File: config.mk
export PLATFORM = sky130hd
export DESIGN_NAME = addsub_flag_unit
export DESIGN_NICKNAME = d
export VERILOG_FILES = /design/src/rtl/addsub_flag_pkg.sv /design/src/rtl/afu_operand_prep.sv /design/src/rtl/afu_sum_core.sv /design/src/rtl/afu_status_reg.sv /design/src/rtl/addsub_flag_unit.sv
export SDC_FILE = /design/constraint.sdc
export NUM_CORES = 1
export LEC_CHECK = 0
export BUFFER_PORTS_ARGS = -buffer_cell sky130_fd_sc_hd__buf_2
export CAP_MARGIN = 30
export CORE_ASPECT_RATIO = 0.75
export CORE_UTILIZATION = 45
export DETAILED_ROUTE_END_ITERATION = 10
export PLACE_DENSITY_LB_ADDON = 0.05
export SYNTH_ARGS = -nofsm -noshare
export SYNTH_HDL_FRONTEND = slang
export SYNTH_HIERARCHICAL = 1
export SYNTH_SLANG_ARGS = --single-unit
File: constraint.sdc
create_clock -name clk -period 11.7 [get_ports clk]
set_input_delay 1.755 -clock clk [delete_from_list [all_inputs] [get_ports clk]]
set_output_delay 1.755 -clock clk [all_outputs]
set_load 0.1 [all_outputs]
File: src/rtl/addsub_flag_pkg.sv
// Shared types for the flag-setting adder/subtractor.
// Assumes: the four flags always travel together as one packed word.
package addsub_flag_pkg;

    typedef struct packed {
        logic neg;
        logic zero;
        logic carry;
        logic ovf;
    } status_t;

    localparam status_t STATUS_CLEAR = '0;

endpackage

File: src/rtl/afu_operand_prep.sv
// Operand preparation: selects the second adder operand and the carry-in.
// Assumes: subtract is A + ~B + 1, and add is A + B + 0.
module afu_operand_prep #(
    parameter int WIDTH = 32
) (
    input  logic             op_sub,
    input  logic [WIDTH-1:0] opb,
    output logic [WIDTH-1:0] b_eff,
    output logic             carry_in
);

    // Invert B and force carry-in high for subtract.
    always_comb begin
        b_eff    = op_sub ? ~opb : opb;
        carry_in = op_sub;
    end

endmodule

File: src/rtl/afu_sum_core.sv
// Sum core: truncated sum plus all four flags.
// Carry and overflow come from comparing the truncated sum with
// full-precision unsigned and signed sums.
// Assumes: operands are already prepared (B inverted for subtract).
module afu_sum_core
    import addsub_flag_pkg::*;
#(
    parameter int WIDTH = 32
) (
    input  logic [WIDTH-1:0] a,
    input  logic [WIDTH-1:0] b,
    input  logic             cin,
    output logic [WIDTH-1:0] sum,
    output status_t          flags
);

    localparam int UW = WIDTH + 1;
    localparam int SW = WIDTH + 2;

    logic [UW-1:0] usum_full;
    logic [SW-1:0] ssum_full;

    // Full-precision unsigned and sign-extended sums.
    always_comb begin
        usum_full = {1'b0, a} + {1'b0, b} + UW'(cin);
        ssum_full = {{2{a[WIDTH-1]}}, a} + {{2{b[WIDTH-1]}}, b} + SW'(cin);
    end

    // Truncate, then compare against the wide sums.
    always_comb begin
        sum         = usum_full[WIDTH-1:0];
        flags.neg   = sum[WIDTH-1];
        flags.zero  = ~|sum;
        flags.carry = ({1'b0, sum} != usum_full);
        flags.ovf   = ({{2{sum[WIDTH-1]}}, sum} != ssum_full);
    end

endmodule

File: src/rtl/afu_status_reg.sv
// Status register: holds the four flags and writes them only when asked.
// Assumes: synchronous active-low reset clears all flags.
module afu_status_reg
    import addsub_flag_pkg::*;
(
    input  logic    clk,
    input  logic    rst_n,
    input  logic    wr_en,
    input  status_t status_in,
    output status_t status_q
);

    // Capture new flags on a write and hold them otherwise.
    always_ff @(posedge clk) begin
        if (!rst_n)
            status_q <= STATUS_CLEAR;
        else if (wr_en)
            status_q <= status_in;
    end

    AST_FLAGS_HOLD: assert property (@(posedge clk) disable iff (!rst_n)
        !wr_en |=> $stable(status_q));

    AST_FLAGS_LOAD: assert property (@(posedge clk) disable iff (!rst_n)
        wr_en |=> (status_q == $past(status_in)));

endmodule

File: src/rtl/addsub_flag_unit.sv
// Top level: a registered 32-bit add/subtract with a gated flag write.
// Assumes: one operation per strobe; result and flags are due one edge later.
module addsub_flag_unit
    import addsub_flag_pkg::*;
#(
    parameter int WIDTH = 32
) (
    input  logic             clk,
    input  logic             rst_n,
    input  logic             op_valid,
    input  logic             op_sub,
    input  logic             op_setflags,
    input  logic [WIDTH-1:0] opa,
    input  logic [WIDTH-1:0] opb,
    output logic [WIDTH-1:0] result,
    output logic             result_valid,
    output logic             flag_n,
    output logic             flag_z,
    output logic             flag_c,
    output logic             flag_v
);

    logic [WIDTH-1:0] b_eff;
    logic             carry_in;
    logic [WIDTH-1:0] sum_w;
    status_t          flags_w;
    status_t          status_q;
    logic [WIDTH-1:0] result_q;
    logic             valid_q;

    afu_operand_prep #(.WIDTH(WIDTH)) u_prep (
        .op_sub   (op_sub),
        .opb      (opb),
        .b_eff    (b_eff),
        .carry_in (carry_in)
    );

    afu_sum_core #(.WIDTH(WIDTH)) u_core (
        .a     (opa),
        .b     (b_eff),
        .cin   (carry_in),
        .sum   (sum_w),
        .flags (flags_w)
    );

    afu_status_reg u_status (
        .clk       (clk),
        .rst_n     (rst_n),
        .wr_en     (op_valid && op_setflags),
        .status_in (flags_w),
        .status_q  (status_q)
    );

    // Result register: loads on a strobe, independent of the flag control.
    always_ff @(posedge clk) begin
        if (!rst_n) begin
            result_q <= '0;
            valid_q  <= 1'b0;
        end else begin
            valid_q <= op_valid;
            if (op_valid)
                result_q <= sum_w;
        end
    end

    // Drive the outputs from the registers.
    always_comb begin
        result       = result_q;
        result_valid = valid_q;
        flag_n       = status_q.neg;
        flag_z       = status_q.zero;
        flag_c       = status_q.carry;
        flag_v       = status_q.ovf;
    end

    AST_VALID_LATENCY: assert property (@(posedge clk) disable iff (!rst_n)
        op_valid |=> result_valid);

    AST_VALID_IDLE: assert property (@(posedge clk) disable iff (!rst_n)
        !op_valid |=> !result_valid);

    AST_RESULT_HOLD: assert property (@(posedge clk) disable iff (!rst_n)
        !op_valid |=> $stable(result));

    AST_NEG_MATCH: assert property (@(posedge clk) disable iff (!rst_n)
        (op_valid && op_setflags) |=> (flag_n == result[WIDTH-1]));

    AST_ZERO_MATCH: assert property (@(posedge clk) disable iff (!rst_n)
        (op_valid && op_setflags) |=> (flag_z == (result == '0)));

endmodule

-- Word-level counts from Yosys, hierarchy flattened
Cells that the tools add are included.
- bits of input ports: 69
- logic and storage cells: 16
- register bits after elaboration: 37
- output and inout port bits: 37
- add/subtract/negate cells: 4
- reductions and logical operators: 3
- multiplexer cells: 1
- bitwise logic cells: 1
- equality and inequality tests: 1
- operators by type and width (kind ; count):
    $add 32x32->33 ; 2
    $add 34x1->34 ; 1
    $ne 34x34->1 ; 1
    $add 33x1->33 ; 1
    $mux 32 ; 1
    $not 32->32 ; 1
    $reduce_or 32->1 ; 1
    $logic_and 1x1->1 ; 1
    $logic_not 1->1 ; 1

-- Longest topological paths before layout
Gate-level depths: netlist of the first run.
- depth in word-level cells: 6
- depth in mapped cells: 18

-- Cells and area by module
Netlist of the first run, hierarchy kept.
- modules (own cells, without submodules) (module ; times used ; cells an instance ; area an instance (sq um) ; sequential area each (sq um)):
    afu_sum_core ; 1 ; 281 ; 2001.9 ; 0.0
    addsub_flag_unit ; 1 ; 106 ; 1276.2 ; 660.6
    afu_operand_prep ; 1 ; 37 ; 359.1 ; 0.0
    afu_status_reg ; 1 ; 13 ; 156.4 ; 80.1

-- Worst setup path before layout of the first run
No wires, ideal clock.
- path type: input-to-reg
- start point: input port op_sub
- end point: register u_status/status_q[2] (netlist name)
- stages: 18
- slack: 6.369 ns
- required time: 11.633 ns
- arrival: 5.265 ns
- cells stage by stage: buf_6 > buf_12 > xor2_1 > inv_1 > fa_1 > inv_1 > fa_1 > a211oi_2 > o31ai_2 > xor2_1 > or4b_1 > or4_1 > nor4_2 > o2111a_1 > nand4bb_1 > nor4bb_1 > mux2i_1 > nor2b_1
- RTL lines (element ; RTL line ; source):
    start, declared ; addsub_flag_unit.sv:11 ; input logic op_sub,

==> results.py, run 1 <==
metrics = {
    "critical_path": {
        "critical-path-top-delay-family": "simple AND/OR/NAND/NOR gates",
        "crit_slowest_cell": "buf_2",
        "critical_path.max_stage_delay_ns": 0.69,
        "crit_start": "op_sub",
        "rr_startpoint": "result[6]$_SDFFE_PN0P_",
        "cp.required_ns": 11.92,
        "crit_path_max_fanout": 33,
        "startpoint_type": "input pin",
        "crit_chain": "buf_2, xor2_1, inv_1, fa_1, inv_1, fa_1, a211oi_2, o31ai_2, xor2_1, or4b_1, or4_1, nor4_2, o2111a_1, nand4bb_1, nor4bb_1, mux2i_1, nor2b_1",
        "worst_ep_arrival_time_ns": 6.26,
        "setup.worst_path.class": "input pin to flop",
        "endpoint_kind": "flop",
        "worstPathBufferInverterCount": 3,
    },
    "drt": {
        "wl_met3_um": 474,
        "detailedRoute.firstPassIterationCount": 4,
        "route.detailed.wl_per_inst_um": 14.69,
        "post_route_drc": 0,
        "wl_met1_um": 4931,
        "highest-signal-layer": "met4",
        "final_ant_viol_nets": 0,
        "dr_total_vias": 3390,
        "viasPerCell": 5.424,
        "met2_wirelength_um": 3721,
        "violation_count_after_the_first_detailed_routing_iteration": 164,
        "totalWireLength_um": 9179,
    },
    "cts": {
        "cts_resized": 0,
        "maximum_clock_insertion_buffer_count": 2,
        "h-tree-depth": 2,
        "insertion_delay_ns": 0.28,
        "clkSlewWorstSetupHoldPaths_ns": 0.07,
        "tritoncts": "built",
        "cts-hold-fix-buffers": 0,
        "cts.repair_timing.setup_buffer_count": 0,
        "cts_sinks": 37,
        "cts-root-buf": "clkbuf_8",
        "cts-buffers-inserted": 5,
    },
    "yosys": {
        "synthMostInstantiatedCell": "xor2_1",
        "syn-instance-count": 437,
        "synth.cells.most_frequent": "xor2_1 (45), dfxtp_1 (37), mux2i_1 (37), nor2b_1 (37), ha_1 (32)",
        "synth-warning-count": 6,
        "synth.largest_area_cell": "dfxtp_1",
        "synth.distinct_cells": 53,
        "synth-async-reset-ratio_pct": 0,
        "syn-cell-area_um2": 3794,
        "synth-edff-count": 0,
        "synth_seq_cells": 37,
        "synth_top_flop_cell": "dfxtp_1",
        "yosys-top-cells-area": "dfxtp_1 (20%), ha_1 (11%), xor2_1 (10%)",
        "postSynthAreaPerCell_um2": 8.681,
        "synth_fp_nets": 540,
        "seq_area_frac_synth_pct": 19.53,
        "synth_top_area_share_pct": 19.53,
    },
    "hold_path": {
        "min_from": "result[0]$_SDFFE_PN0P_",
        "worstHoldPathType": "flop to flop",
    },
    "sta": {
        "min_period_over_period_pct": 51.62,
        "fin_setup_tns_ns": 0,
        "grt_setup_unrepaired": "false",
        "worst-slew-pin-transition_ns": 0.9982,
        "final.setup_skew_ns": 0,
        "maxClockFrequency_ghz": 0.1656,
        "setup_viol_count_final": 0,
        "max_slew_margin_pct": 33.45,
        "timing_max_transition_violations_final": 0,
        "layout_min_cycle_time_ns": 6.039,
        "final_hold_violation_count": 0,
    },
    "floorplan": {
        "ios": 106,
        "num_rows": 28,
        "placeable_core_region_um2": 8023,
        "die_outline_area_um2": 8805,
        "initial_utilization_pct": 47.29,
        "die_width_um": 108.0,
        "die_h_um": 81.52,
    },
    "final_layout": {
        "antenna_cells_inserted": 0,
        "nNetsFinal": 622,
        "fillers": 784,
        "layout-area-overhead-vs-synth_pct": 13.75,
        "drive_gt1_share_pct": 23.08,
    },
    "global_routing": {
        "overflow": 0,
        "grt_first_pass_wirelength_um": 14570,
        "maximum_number_of_pins_on_one_net_before_global_route_repair": 38,
        "grt_antenna_before_repair": 0,
        "vias_in_the_first_global_route": 2959,
        "gr-usage-all-layers_pct": 20.64,
    },
    "place": {
        "routability_congestion_estimate_from_global_placement": 0.8756,
        "detailedPlacementHpwl_um": 7455,
        "buffers_on_ports": 105,
    },
    "power": {
        "power_density_nw_per_um2": 155.7,
        "power_w": 0.0006718,
        "ir_drop_uv": 89.30,
        "power.static_leakage_nw": 2.095,
    },
    "outcome": {
        "run_status": "finished, final reports clean",
    },
    "run": {
        "drv_cap": 0,
    },
}
==> cell families after synthesis <==
| group | Yosys count | synth area share (%) |
|---|---|---|
| AO/OA/AOI/OAI | 101 | 19.43 |
| XOR/XNOR | 59 | 13.62 |
| adder cells (fa/ha/maj) | 34 | 11.61 |
| buffers and inverters | 45 | 8.113 |
| flip-flops | 37 | 19.53 |
| multiplexers | 37 | 9.763 |
| AND/OR/NAND/NOR | 124 | 17.94 |
==> layout by cell type (no fill, tap or decap), drive strengths merged, types with 13 or more instances in the layout <==
master	n
nor2	22
a21oi	22
nor2b	37
mux2i	37
buf	105
xor2	45
o21ai	14
xnor2	14
ha	32
dfxtp	37
a21o	13
inv	15
nand2	24
==> per-stage QoR <==
| step | area, µm² | setup slack (ns) | instances | hold slack (ns) | utilization [%] |
|---|---|---|---|---|---|
| after floorplan | 3794 | 6.369 | 437 | 0.9807 | - |
| after detailed placement | 4199 | 5.383 | 617 | 0.5041 | 52.34 |
| after global routing | 4315 | 5.380 | 625 | 0.5437 | 53.79 |
| after global placement | 4199 | 5.567 | 617 | 0.4910 | 52.34 |
| after CTS | 4315 | 5.640 | 625 | 0.5230 | 53.79 |
| final | 4315 | 5.661 | 625 | 0.5199 | 53.79 |
==> layout make-up <==
class / instances / area, µm² / share of cell area (%)
Sequential cell: 37 / 740.7 / 17.16
Clock inverter: 1 / 30.03 / 0.6959
Multi-Input combinational cell: 355 / 2745 / 63.61
Inverter: 15 / 56.30 / 1.305
Tap cell: 105 / 131.4 / 3.044
Timing Repair Buffer: 105 / 525.5 / 12.18
Clock buffer: 7 / 86.33 / 2.001
==> sequential cells by signal, summed over array words and instances (netlist names) <==
signal / cells
result_valid: 1
result: 32
u_status/status_q: 4
==> power breakdown <==
group	switching, W	total (W)	internal [W]
combinational	0.000286	0.000402	0.000116
sequential	0.0000105	0.000155	0.000145
clock	0.0000456	0.000115	0.0000695
total	0.000342	0.000672	0.000330
==> tightest hold or removal path: cells and delay by family, from the launching register on <==
family           cells  cell delay [ns]
multiplexers         1             0.07
flip-flops           1             0.33
AND/OR/NAND/NOR      1             0.09
==> path summary, 6_finish.rpt <==
| kind | end | slack [ns] | cells past startpoint |
|---|---|---|---|
| setup / recovery | u_status/status_q[2]$_SDFFE_PN0P_ | 5.66 | 17 |
| hold / removal | result[0]$_SDFFE_PN0P_ | 0.52 | 2 |
| setup reg to reg | result[6]$_SDFFE_PN0P_ | 11.03 | 2 |
| hold reg to reg | result[0]$_SDFFE_PN0P_ | 0.52 | 2 |
==> metal layers <==
layer / up-vias / GRT usage [%]
li1: 1731 / -
met1: 1553 / 31.46
met2: 100 / 30.96
met3: 6 / 3.016
met4: 0 / 2.603
met5: - / 0
Note: power is estimated with default switching activity, not from simulation.
==> run 2: changes to the inputs <==
ABC_AREA = 1   (was not set)
clock period = 4.97 ns   (was 11.7 ns; I/O delays follow)
==> results.py, run 2 <==
metrics = {
    "critical_path": {
        "worst_path_most_repeated_cell": "nor2_1",
        "startpoint_type": "input pin",
        "critical-path-top-delay-family": "simple AND/OR/NAND/NOR gates",
        "setup.worst_path.class": "input pin to flop",
        "crit_chain": "buf_2, inv_8, nand2_2, nand2_1, inv_1, fa_1, inv_1, fa_1, or2_2, nor2_1, nand3_1, nor2_1, nand3_1, nor2_1, nand3_1, nor2_1, nand2_1, nor2_2, inv_1, nand2_1, nand2_1, nor2_1",
        "critical_path.max_stage_delay_ns": 0.46,
        "crit_path_max_fanout": 34,
        "worstPathBufferInverterCount": 5,
        "cp.required_ns": 5.18,
        "endpoint_kind": "flop",
        "crit_slowest_cell": "fa_1",
        "worst_ep_arrival_time_ns": 3.85,
    },
    "yosys": {
        "synth.distinct_cells": 35,
        "syn-instance-count": 937,
        "synth_seq_cells": 37,
        "syn-cell-area_um2": 4930,
        "synth-warning-count": 6,
        "synth_top_area_share_pct": 28.71,
        "synth-edff-count": 0,
        "synth.largest_area_cell": "nand2_1",
        "yosys-top-cells-area": "nand2_1 (29%), dfxtp_1 (15%), inv_1 (14%)",
        "synth_top_flop_cell": "dfxtp_1",
        "synth-async-reset-ratio_pct": 0,
        "synthMostInstantiatedCell": "nand2_1",
        "synth.cells.most_frequent": "nand2_1 (377), inv_1 (179), nor2_1 (122)",
        "postSynthAreaPerCell_um2": 5.261,
        "seq_area_frac_synth_pct": 15.03,
        "synth_fp_nets": 1040,
    },
    "final_layout": {
        "final_cell_mix": "nand2_1 (377), inv_1 (179), nor2_1 (122), buf_2 (105), nand3_1 (38)",
        "multi_input_area_um2": 3268,
        "drive_gt1_share_pct": 18.16,
        "final_common_cell": "nand2_1",
        "layout-area-overhead-vs-synth_pct": 14.24,
        "largest_register_ffs": 32,
        "regArea_um2": 740.7,
        "fillers": 1183,
        "layoutNonFillerInstCount": 1166,
        "antenna_cells_inserted": 0,
        "nNetsFinal": 1132,
        "fin_area_um2": 5632,
    },
    "global_routing": {
        "vias_in_the_first_global_route": 4629,
        "grt_antenna_before_repair": 0,
        "maximum_number_of_pins_on_one_net_before_global_route_repair": 48,
        "gr-usage-all-layers_pct": 23.32,
        "grt_first_pass_wirelength_um": 21360,
        "overflow": 0,
    },
    "run": {
        "drv_cap": 0,
    },
    "cts": {
        "clkSlewWorstSetupHoldPaths_ns": 0.05,
        "maximum_clock_insertion_buffer_count": 2,
        "cts_sinks": 37,
        "h-tree-depth": 2,
        "insertion_delay_ns": 0.27,
        "cts-hold-fix-buffers": 0,
        "cts-root-buf": "clkbuf_16",
        "cts_resized": 0,
        "tritoncts": "built",
        "cts.repair_timing.setup_buffer_count": 0,
        "cts-buffers-inserted": 5,
    },
    "sta": {
        "fin_setup_tns_ns": 0,
        "min_period_over_period_pct": 73.25,
        "post-route-worst-setup-slack_ns": 1.329,
        "final.setup_skew_ns": 0,
        "final_hold_violation_count": 0,
        "max_slew_margin_pct": 49.57,
        "maxClockFrequency_ghz": 0.2747,
        "timing_max_transition_violations_final": 0,
        "worst-slew-pin-transition_ns": 0.7565,
        "setup_viol_count_final": 0,
        "layout_min_cycle_time_ns": 3.641,
        "grt_setup_unrepaired": "false",
    },
    "outcome": {
        "run_status": "finished, final reports clean",
    },
    "floorplan": {
        "num_rows": 32,
        "die_h_um": 92.65,
        "placeable_core_region_um2": 10450,
        "die_width_um": 122.9,
        "initial_utilization_pct": 47.17,
        "ios": 106,
        "die_outline_area_um2": 11380,
    },
    "place": {
        "routability_congestion_estimate_from_global_placement": 0.8522,
        "buffers_on_ports": 105,
        "placed_cell_area_um2": 5455,
        "detailedPlacementHpwl_um": 10500,
        "dp_worst_setup_slack_ns": 1.082,
        "placedCellCount": 1158,
    },
    "drt": {
        "post_route_drc": 0,
        "final_ant_viol_nets": 0,
        "violation_count_after_the_first_detailed_routing_iteration": 300,
        "detailedRoute.firstPassIterationCount": 4,
        "totalWireLength_um": 12320,
        "route.detailed.wl_per_inst_um": 10.56,
        "viasPerCell": 4.416,
        "dr_total_vias": 5149,
    },
    "power": {
        "ir_drop_uv": 155.1,
        "power.static_leakage_nw": 3.615,
        "power_density_nw_per_um2": 276.6,
        "power_w": 0.001558,
    },
    "hold_path": {
        "worstHoldPathType": "flop to flop",
    },
}
[run 2: report_power, final]
group | switching (W) | total (W) | internal (W)
combinational | 0.000622 | 0.000853 | 0.000231
sequential | 0.0000135 | 0.000340 | 0.000327
clock | 0.000115 | 0.000365 | 0.000250
[run 2: logic make-up (layout without fill, tap and decap cells)]
group / after synthesis / after routing / share of synthesized area, %
DFF: 37 / 37 / 15.03
xor gates and xnor gates: 6 / 6 / 1.371
AOI/OAI and AO/OA: 30 / 30 / 3.884
adders and majority gates: 34 / 34 / 8.934
and+or+nand+nor: 613 / 613 / 52.11
buffers and inverters: 217 / 310 / 18.68
[run 2: final timing paths]
path | slack (ns) | end | from | cells after the start
hold reg to reg | 0.47 | u_status/status_q[0]$_SDFFE_PN0P_ | u_status/status_q[0]$_SDFFE_PN0P_ | 2
setup / recovery | 1.33 | u_status/status_q[2]$_SDFFE_PN0P_ | op_sub | 22
setup reg to reg | 4.38 | u_status/status_q[2]$_SDFFE_PN0P_ | u_status/status_q[2]$_SDFFE_PN0P_ | 2
hold / removal | 0.47 | u_status/status_q[0]$_SDFFE_PN0P_ | u_status/status_q[0]$_SDFFE_PN0P_ | 2
[run 2: metal layers]
metal  up-vias  GRT usage, %  share of wire, %
met5         -             0                 0
met3         5         1.539               4.6
met2       124         33.15                35
met4         0         4.573              0.74
li1       2938             -                 -
met1      2082         37.36                59
[run 2: metrics by stage]
stage	hold WS (ns)	util, %
6_report	0.4670	53.89
3_5_place_dp	0.4593	52.20
2_1_floorplan	0.8659	-
5_1_grt	0.4883	53.89
4_1_cts	0.4689	53.89
3_3_place_gp	0.4523	52.20
[run 2: worst reg2reg max path: cells and delay by family (launching register included)]
family | cells | cell delay, ns
flip-flops | 1 | 0.31
AND/OR/NAND/NOR | 2 | 0.17
[run 2: area by class of cell]
cell class                 count  share of cell area, %
clock buffer                   6                  2.466
inverter                     196                  13.20
multi-input combinational    683                  58.03
tap                          136                  3.022
clock inverter                 2                 0.6665
timing repair buffer         106                  9.465
sequential                    37                  13.15
==> run 3: changes to the inputs <==
clock period = 3.5 ns   (was 4.97 ns; I/O delays follow)
==> results.py, run 3 (same netlist as run 2, synthesis figures left out) <==
metrics = {
    "final_layout": {
        "drive_gt1_share_pct": 18.39,
        "final_common_cell": "nand2_1",
        "largest_register_ffs": 32,
        "regArea_um2": 740.7,
        "multi_input_area_um2": 3268,
        "fin_area_um2": 5620,
        "final_cell_mix": "nand2_1 (377), inv_1 (179), nor2_1 (122), buf_2 (105), nand3_1 (38)",
        "antenna_cells_inserted": 0,
        "nNetsFinal": 1135,
        "layout-area-overhead-vs-synth_pct": 14.01,
        "fillers": 1207,
    },
    "power": {
        "power_w": 0.002122,
        "power_density_nw_per_um2": 377.6,
        "power.static_leakage_nw": 3.616,
        "ir_drop_uv": 182.2,
    },
    "floorplan": {
        "die_h_um": 92.65,
        "die_width_um": 122.9,
        "placeable_core_region_um2": 10450,
        "initial_utilization_pct": 47.17,
        "num_rows": 32,
        "ios": 106,
        "die_outline_area_um2": 11380,
    },
    "place": {
        "routability_congestion_estimate_from_global_placement": 0.9011,
        "dp_worst_setup_slack_ns": 0.2102,
        "buffers_on_ports": 105,
        "placed_cell_area_um2": 5478,
        "detailedPlacementHpwl_um": 10490,
    },
    "drt": {
        "dr_total_vias": 5214,
        "viasPerCell": 4.460,
        "post_route_drc": 0,
        "route.detailed.wl_per_inst_um": 10.45,
        "violation_count_after_the_first_detailed_routing_iteration": 370,
        "totalWireLength_um": 12220,
        "final_ant_viol_nets": 0,
        "detailedRoute.firstPassIterationCount": 5,
    },
    "critical_path": {
        "rr_startpoint": "result[10]$_SDFFE_PN0P_",
        "endpoint_kind": "flop",
        "worst_ep_arrival_time_ns": 3.20,
        "crit_slowest_cell": "fa_1",
        "setup.worst_path.class": "input pin to flop",
        "crit_start": "op_sub",
        "worst_path_most_repeated_cell": "nor2_1",
        "worst_r2r_endpoint": "result[10]$_SDFFE_PN0P_",
        "worstPathBufferInverterCount": 5,
        "crit_path_max_fanout": 8,
        "wp_depth": 20,
        "setup_slack_of_the_most_critical_reg_to_reg_path_ns": 2.94,
        "cp.required_ns": 3.72,
        "critPathCapture": "u_status/status_q[2]$_SDFFE_PN0P_",
        "crit_chain": "buf_2, buf_4, inv_1, fa_1, inv_1, fa_1, or2_2, nor2_1, nand3_1, nor2_1, nand3_1, nor2_1, nand3_1, nor2_1, nand2_1, nor2_2, inv_1, nand2_1, nand2_1, nor2_1",
        "critical_path.max_stage_delay_ns": 0.47,
        "startpoint_type": "input pin",
        "reg2reg_depth": 2,
        "critical-path-top-delay-family": "simple AND/OR/NAND/NOR gates",
    },
    "global_routing": {
        "grt_first_pass_wirelength_um": 20980,
        "overflow": 0,
        "maximum_number_of_pins_on_one_net_before_global_route_repair": 38,
        "gr-usage-all-layers_pct": 22.78,
        "grt_antenna_before_repair": 0,
        "vias_in_the_first_global_route": 4567,
    },
    "cts": {
        "cts.repair_timing.setup_buffer_count": 0,
        "tritoncts": "built",
        "insertion_delay_ns": 0.27,
        "cts_resized": 0,
        "cts-root-buf": "clkbuf_16",
        "clkSlewWorstSetupHoldPaths_ns": 0.06,
        "cts-buffers-inserted": 5,
        "maximum_clock_insertion_buffer_count": 2,
        "cts_sinks": 37,
        "h-tree-depth": 2,
        "cts-hold-fix-buffers": 0,
    },
    "sta": {
        "final_hold_violation_count": 0,
        "setup_viol_count_final": 0,
        "worst-slew-pin-transition_ns": 0.6066,
        "fin_hold_ws_ns": 0.4649,
        "max_slew_margin_pct": 59.56,
        "final.setup_skew_ns": 0,
        "fin_setup_tns_ns": 0,
        "min_period_over_period_pct": 85.07,
        "maxClockFrequency_ghz": 0.3359,
        "grt_setup_unrepaired": "false",
        "post-route-worst-setup-slack_ns": 0.5226,
        "timing_max_transition_violations_final": 0,
        "layout_min_cycle_time_ns": 2.977,
    },
    "run": {
        "drv_cap": 0,
    },
    "hold_path": {
        "worstHoldPathType": "flop to flop",
    },
    "outcome": {
        "run_status": "finished, final reports clean",
    },
}
-- run 3: changes by cell type in the layout (fill, tap and decap cells not counted) --
cell,change
buf_4,+3
clkinv_2,+2
bufinv_16,-1
clkbuf_8,-1
-- run 3: metrics by stage --
| stage | util (%) | cells |
|---|---|---|
| after global placement | 52.42 | 1161 |
| final | 53.78 | 1169 |
| after CTS | 53.78 | 1169 |
| after detailed placement | 52.42 | 1161 |
| after floorplan | - | 937 |
| after global routing | 53.78 | 1169 |
-- run 3: worst reg2reg max path: cells and delay by family (launching register included) --
kind | cells | cell delay (ns)
simple gates | 2 | 0.15
flops | 1 | 0.31
-- run 3: worst min path at each step --
stage                                       from                           endpoint  depth (start not counted)
6_report                 result[15]$_SDFFE_PN0P_            result[15]$_SDFFE_PN0P_                          2
5_1_grt                  result[15]$_SDFFE_PN0P_            result[15]$_SDFFE_PN0P_                          2
4_1_cts                  result[15]$_SDFFE_PN0P_            result[15]$_SDFFE_PN0P_                          2
3_5_place_dp             result[15]$_SDFFE_PN0P_            result[15]$_SDFFE_PN0P_                          2
3_3_place_gp   u_status/status_q[0]$_SDFFE_PN0P_  u_status/status_q[0]$_SDFFE_PN0P_                          2
2_1_floorplan                              rst_n  u_status/status_q[2]$_SDFFE_PN0P_                          2
-- run 3: layout make-up --
class / count / area share (%)
repair buffers: 109 / 9.884
inverters: 196 / 13.22
flip-flops and latches: 37 / 13.18
clock inverters: 3 / 0.3117
clock buffers: 5 / 2.226
well taps: 136 / 3.028
multi-input cells: 683 / 58.15
-- run 3: where the power goes --
part | total (W) | internal (W) | switching (W)
Sequential | 0.000483 | 0.000464 | 0.0000193
Combinational | 0.00121 | 0.000330 | 0.000881
Clock | 0.000428 | 0.000261 | 0.000167
Total | 0.00212 | 0.00105 | 0.00107
-- run 3: routing by layer --
metal / vias up / track usage (%) / routed length (µm)
li1: 2941 / - / -
met1: 2135 / 36.87 / 7242
met2: 129 / 32.26 / 4347
met3: 9 / 1.416 / 539
met4: 0 / 3.862 / 87
met5: - / 0 / 0
